$ cat src/rtl/spi_byte_master.sv
module spi_byte_master #(
  parameter int BITS  = 8,
  parameter int DIV_W = 8
) (
  input  logic             clk,
  input  logic             rst_n,
  input  logic             start,
  input  logic [1:0]       mode,
  input  logic [DIV_W-1:0] divider,
  input  logic [BITS-1:0]  tx_byte,
  output logic [BITS-1:0]  rx_byte,
  output logic             busy,
  output logic             done,
  output logic             sclk,
  output logic             mosi,
  input  logic             miso,
  output logic             ss_n
);
  localparam int EDGES = 2 * BITS;
  localparam int EW    = $clog2(EDGES + 1);

  logic             busy_q, done_q, ss_q, sclk_q;
  logic [1:0]       mode_q;
  logic [DIV_W-1:0] div_q, cnt_q;
  logic [EW-1:0]    edge_q;
  logic [BITS-1:0]  tx_sh, rx_sh, rx_q;

  wire tick      = busy_q && (cnt_q == div_q);
  wire last      = (edge_q == EW'(EDGES));
  wire next_lead = ~edge_q[0];
  wire phase     = mode_q[1];

  always_ff @(posedge clk or negedge rst_n) begin
    if (!rst_n) begin
      busy_q <= 1'b0;
      done_q <= 1'b0;
      ss_q   <= 1'b1;
      sclk_q <= 1'b0;
      mode_q <= '0;
      div_q  <= '0;
      cnt_q  <= '0;
      edge_q <= '0;
      tx_sh  <= '0;
      rx_sh  <= '0;
      rx_q   <= '0;
    end else begin
      done_q <= 1'b0;
      if (!busy_q) begin
        if (start) begin
          busy_q <= 1'b1;
          ss_q   <= 1'b0;
          mode_q <= mode;
          div_q  <= divider;
          tx_sh  <= tx_byte;
          cnt_q  <= '0;
          edge_q <= '0;
          sclk_q <= mode[0];
        end
      end else if (!tick) begin
        cnt_q <= cnt_q + 1'b1;
      end else begin
        cnt_q <= '0;
        if (last) begin
          busy_q <= 1'b0;
          ss_q   <= 1'b1;
          done_q <= 1'b1;
          rx_q   <= rx_sh;
        end else begin
          sclk_q <= ~sclk_q;
          edge_q <= edge_q + 1'b1;
          if (next_lead ^ phase)
            rx_sh <= {rx_sh[BITS-2:0], miso};
          else if (next_lead == 1'b0 || edge_q != '0)
            tx_sh <= tx_sh << 1;
        end
      end
    end
  end

  assign busy    = busy_q;
  assign done    = done_q;
  assign ss_n    = ss_q;
  assign sclk    = sclk_q;
  assign rx_byte = rx_q;
  assign mosi    = busy_q ? tx_sh[BITS-1] : 1'b0;

  assert_select_tracks_busy_R6: assert property (@(posedge clk) disable iff (!rst_n)
    busy_q == !ss_q);
  assert_edge_bound_R6: assert property (@(posedge clk) disable iff (!rst_n)
    edge_q <= EW'(EDGES));
  assert_done_single_R7: assert property (@(posedge clk) disable iff (!rst_n)
    done_q |=> !done_q);
  assert_done_after_busy_R7: assert property (@(posedge clk) disable iff (!rst_n)
    done_q |-> (!busy_q && $past(busy_q)));
  assert_idle_clock_still_R1: assert property (@(posedge clk) disable iff (!rst_n)
    (!busy_q && $past(!busy_q)) |-> $stable(sclk_q));
  assert_start_ignored_R8: assert property (@(posedge clk) disable iff (!rst_n)
    (busy_q && !(tick && last)) |=> ($stable(mode_q) && $stable(div_q)));
endmodule

$ cat config.mk
export PLATFORM = sky130hd
export DESIGN_NAME = spi_byte_master
export DESIGN_NICKNAME = d
export VERILOG_FILES = /design/src/rtl/spi_byte_master.sv
export SDC_FILE = /design/constraint.sdc
export NUM_CORES = 1
export LEC_CHECK = 0
export BUFFER_PORTS_ARGS = -buffer_cell sky130_fd_sc_hd__buf_2
export CORE_UTILIZATION = 58
export CTS_BUF_LIST = sky130_fd_sc_hd__clkbuf_8
export CTS_CLUSTER_DIAMETER = 50
export DETAILED_ROUTE_END_ITERATION = 8
export GPL_ROUTABILITY_DRIVEN = 0
export PLACE_DENSITY = 0.81
export SLEW_MARGIN = 10
export SYNTH_ARGS = -nofsm -noshare
export SYNTH_HDL_FRONTEND = slang
export SYNTH_SLANG_ARGS = --single-unit
$ cat constraint.sdc
create_clock -name clk -period 2.8 [get_ports clk]
set_input_delay 0.56 -clock clk [delete_from_list [all_inputs] [get_ports clk]]
set_output_delay 0.56 -clock clk [all_outputs]
set_load 0.05 [all_outputs]
==> qor.txt <==
status: complete, no violations
FF-to-FF Start: edge_q[0]
leak pwr: 1.33 nW
family with the most delay on the worst path: simple AND/OR/NAND/NOR gates
worst path arrival time: 2.47 ns
row count: 22
Setup CP Type: reg -> reg
WP data required: 3.00 ns
clk root buf: clkbuf_8
gr usage total: 23.7%
Area Growth Syn to Fin: 14.6%
Post-Syn Area per Cell: 11.0 sq um
Final Skew: 0.00265 ns
Final Max Tran Viols: 0
Skew-Pair Late Insertion Delay: 0.31 ns
detailed placement HPWL: 3.05 mm
pin count of the biggest net entering global routing: 40
Final Instance Area: 2620 sq um
RR Endpoint: tx_sh[7]
total grt overflow: 0
CP bufs+invs: 2
PwrDens: 681 nW/um^2
Worst-path clk slew: 0.09 ns
layout cells sized above 1: 29.0%
First-pass DRT Iterations: 4
Total Wirelength: 4.32 mm
Worst path slowest cell: or4b_2
worst reg2reg path depth: 8
via count: 1,666
Hold Fails Final Rpt: 0
Detail Route Antenna Nets: 0
DR iter-0 viols: 153
r2r setup slk: 0.53 ns
DRC Markers: 0
Yosys top cell by area: dfrtp_1
I/O Buffers: 34
CP max stage delay: 0.58 ns
Top-Level Pins: 35
Non-Filler Instances: 296
Slew @ Worst Pin: 0.577 ns
period utilization: 81.2%
Ys Warns: 0
synthesized area: 2290 sq um
Post-synth top cells: dfrtp_1, nand2_1, mux2_2
relative slew slack: 61.6%
Die ar.: 4200 sq um
Post-synth top flop: dfrtp_1
RSZ-0062 raised after global routing: false
Placeable Area: 3720 sq um
Worst Path Max Fanout: 13
#FFs+latches synth: 50
share of the synthesized area in the top cell type: 53.6%
Achievable Freq: 440 MHz
n_diodes: 0
final core occ: 70.5%
Inserted Clock Buffers: 5
H-tree levels: 2
final-stage net count: 272
asr flop ratio synth: 100%
WL/cell: 14.6 um
final critical path time including I/O delays and setup: 2.27 ns
cts repair resizes: 0
register area share after synthesis: 54.8%
Setup crit start kind: register
chip height: 64.8 um
Mapped Nets: 233
first-pass GRT wire length: 7.42 mm
Max VDD drop: 0.411 mV
DIE WIDTH: 64.8 um
CTS Hold Bufs: 0
Setup Fix Bufs, Post-CTS: 0
vias in the first global route: 1,654
dpl cells: 288
endpoints failing setup: 0
Post-Synthesis Cells: 208
Clock Sinks: 50
Min-Delay Path Class: in -> async
worst-path cell chain: inv_1 -> ha_1 -> or4b_2 -> nand3_1 -> a31oi_1 -> buf_4 -> nand2_1 -> mux2_2
DR vias/cell: 5.63
Post-synth EDFFs: 0
Worst setup EP type: register
initial core utilization: 61.5%
Maximum Capacitance Violations: 0
synth unique cells: 33
most frequent cell after synthesis: dfrtp_1
Fin Setup TNS: 0 ns
Post-DP Area: 2530 sq um
TritonCTS clock tree: done
initial antenna violation count: 0
top cells by area, synth: dfrtp_1, mux2_2, nand2_1
Hold WS: 0.112 ns
CTS Buffer Depth: 2
worst register-to-register path, delay by kind of cell, from the launching register on:
family / cells / cell delay [ns]
DFF: 1 / 0.45
and+or+nand+nor: 3 / 0.79
buffers and inverters: 2 / 0.32
AOI/OAI and AO/OA: 1 / 0.08
adders and majority gates: 1 / 0.17
muxes: 1 / 0.34
cell type report:
| cell class | count | area [sq um] |
|---|---|---|
| Inverter | 4 | 15.0 |
| Sequential cell | 50 | 1250 |
| Timing Repair Buffer | 39 | 208 |
| Multi-Input combinational cell | 147 | 991 |
| Clock inverter | 2 | 12.5 |
| Clock buffer | 6 | 82.6 |
| Fill cell | 307 | 1090 |
| Tap cell | 48 | 60.1 |
registers in the layout, summed over array words and instances, names as in the netlist:
register and flops:
done 1, tx_sh 8, div_q 8, rx_sh 8, sclk 1, ss_n 1, busy 1, cnt_q 8
edge_q 5, mode_q 1, rx_byte 8
placed cells by master (no fill, tap or decap), types with 2 or more instances in the layout:
cell	netlist	layout
buf_2	2	34
inv_1	4	4
dfrtp_1	49	49
a21o_1	3	3
or3_1	4	4
mux2i_1	7	7
nand4_1	4	4
o21ai_0	9	9
xnor2_1	8	8
xor2_1	2	2
ha_1	3	3
nand2b_1	5	5
clkbuf_8	0	6
nand3_1	5	5
a21oi_1	14	14
buf_4	0	5
a22o_1	4	4
mux2_2	19	19
a31oi_1	10	10
nor2_1	4	4
nand2_1	35	35
report_power, final:
part	leakage, nW	internal, W	switching [W]
Clock	0.0472	0.000199	0.000238
Combinational	0.632	0.000185	0.000188
Sequential	0.653	0.000841	0.000134
cells by family (layout without fill, tap and decap cells):
logic type | after synthesis | after routing | synth area share [%]
AND/OR/NAND/NOR | 66 | 66 | 14.6
adder cells (fa/ha/maj) | 3 | 3 | 1.64
AO/OA/AOI/OAI | 42 | 42 | 10.8
multiplexers | 26 | 26 | 12.4
buffers and inverters | 11 | 51 | 1.91
XOR/XNOR | 10 | 10 | 3.83
flip-flops | 50 | 50 | 54.8
per-layer routing:
layer	up-vias	GRT usage [%]	routed length [um]
met5	-	0	0
met2	35	37.8	2170
met3	10	5.28	150
met4	0	11.4	89
li1	804	-	-
met1	817	30.5	1910
stage by stage:
stage	worst slack [ns]	power (W)
6_report	0.527	0.00179
5_1_grt	0.428	0.00189
4_1_cts	0.538	0.00179
3_5_place_dp	0.581	0.00136
3_3_place_gp	0.655	0.00134
2_1_floorplan	0.399	0.00124
how the worst max path moves through the flow:
stage / from / to / slack (ns) / cells past startpoint
after floorplan: busy / mosi / 0.40 / 3
after global placement: edge_q[0] / tx_sh[7] / 0.66 / 8
after detailed placement: edge_q[0] / tx_sh[7] / 0.58 / 8
after CTS: edge_q[0] / tx_sh[7] / 0.54 / 8
after global routing: edge_q[0] / tx_sh[7] / 0.43 / 8
final: edge_q[0] / tx_sh[7] / 0.53 / 8
No activity file was read; power rests on OpenSTA's default activity.
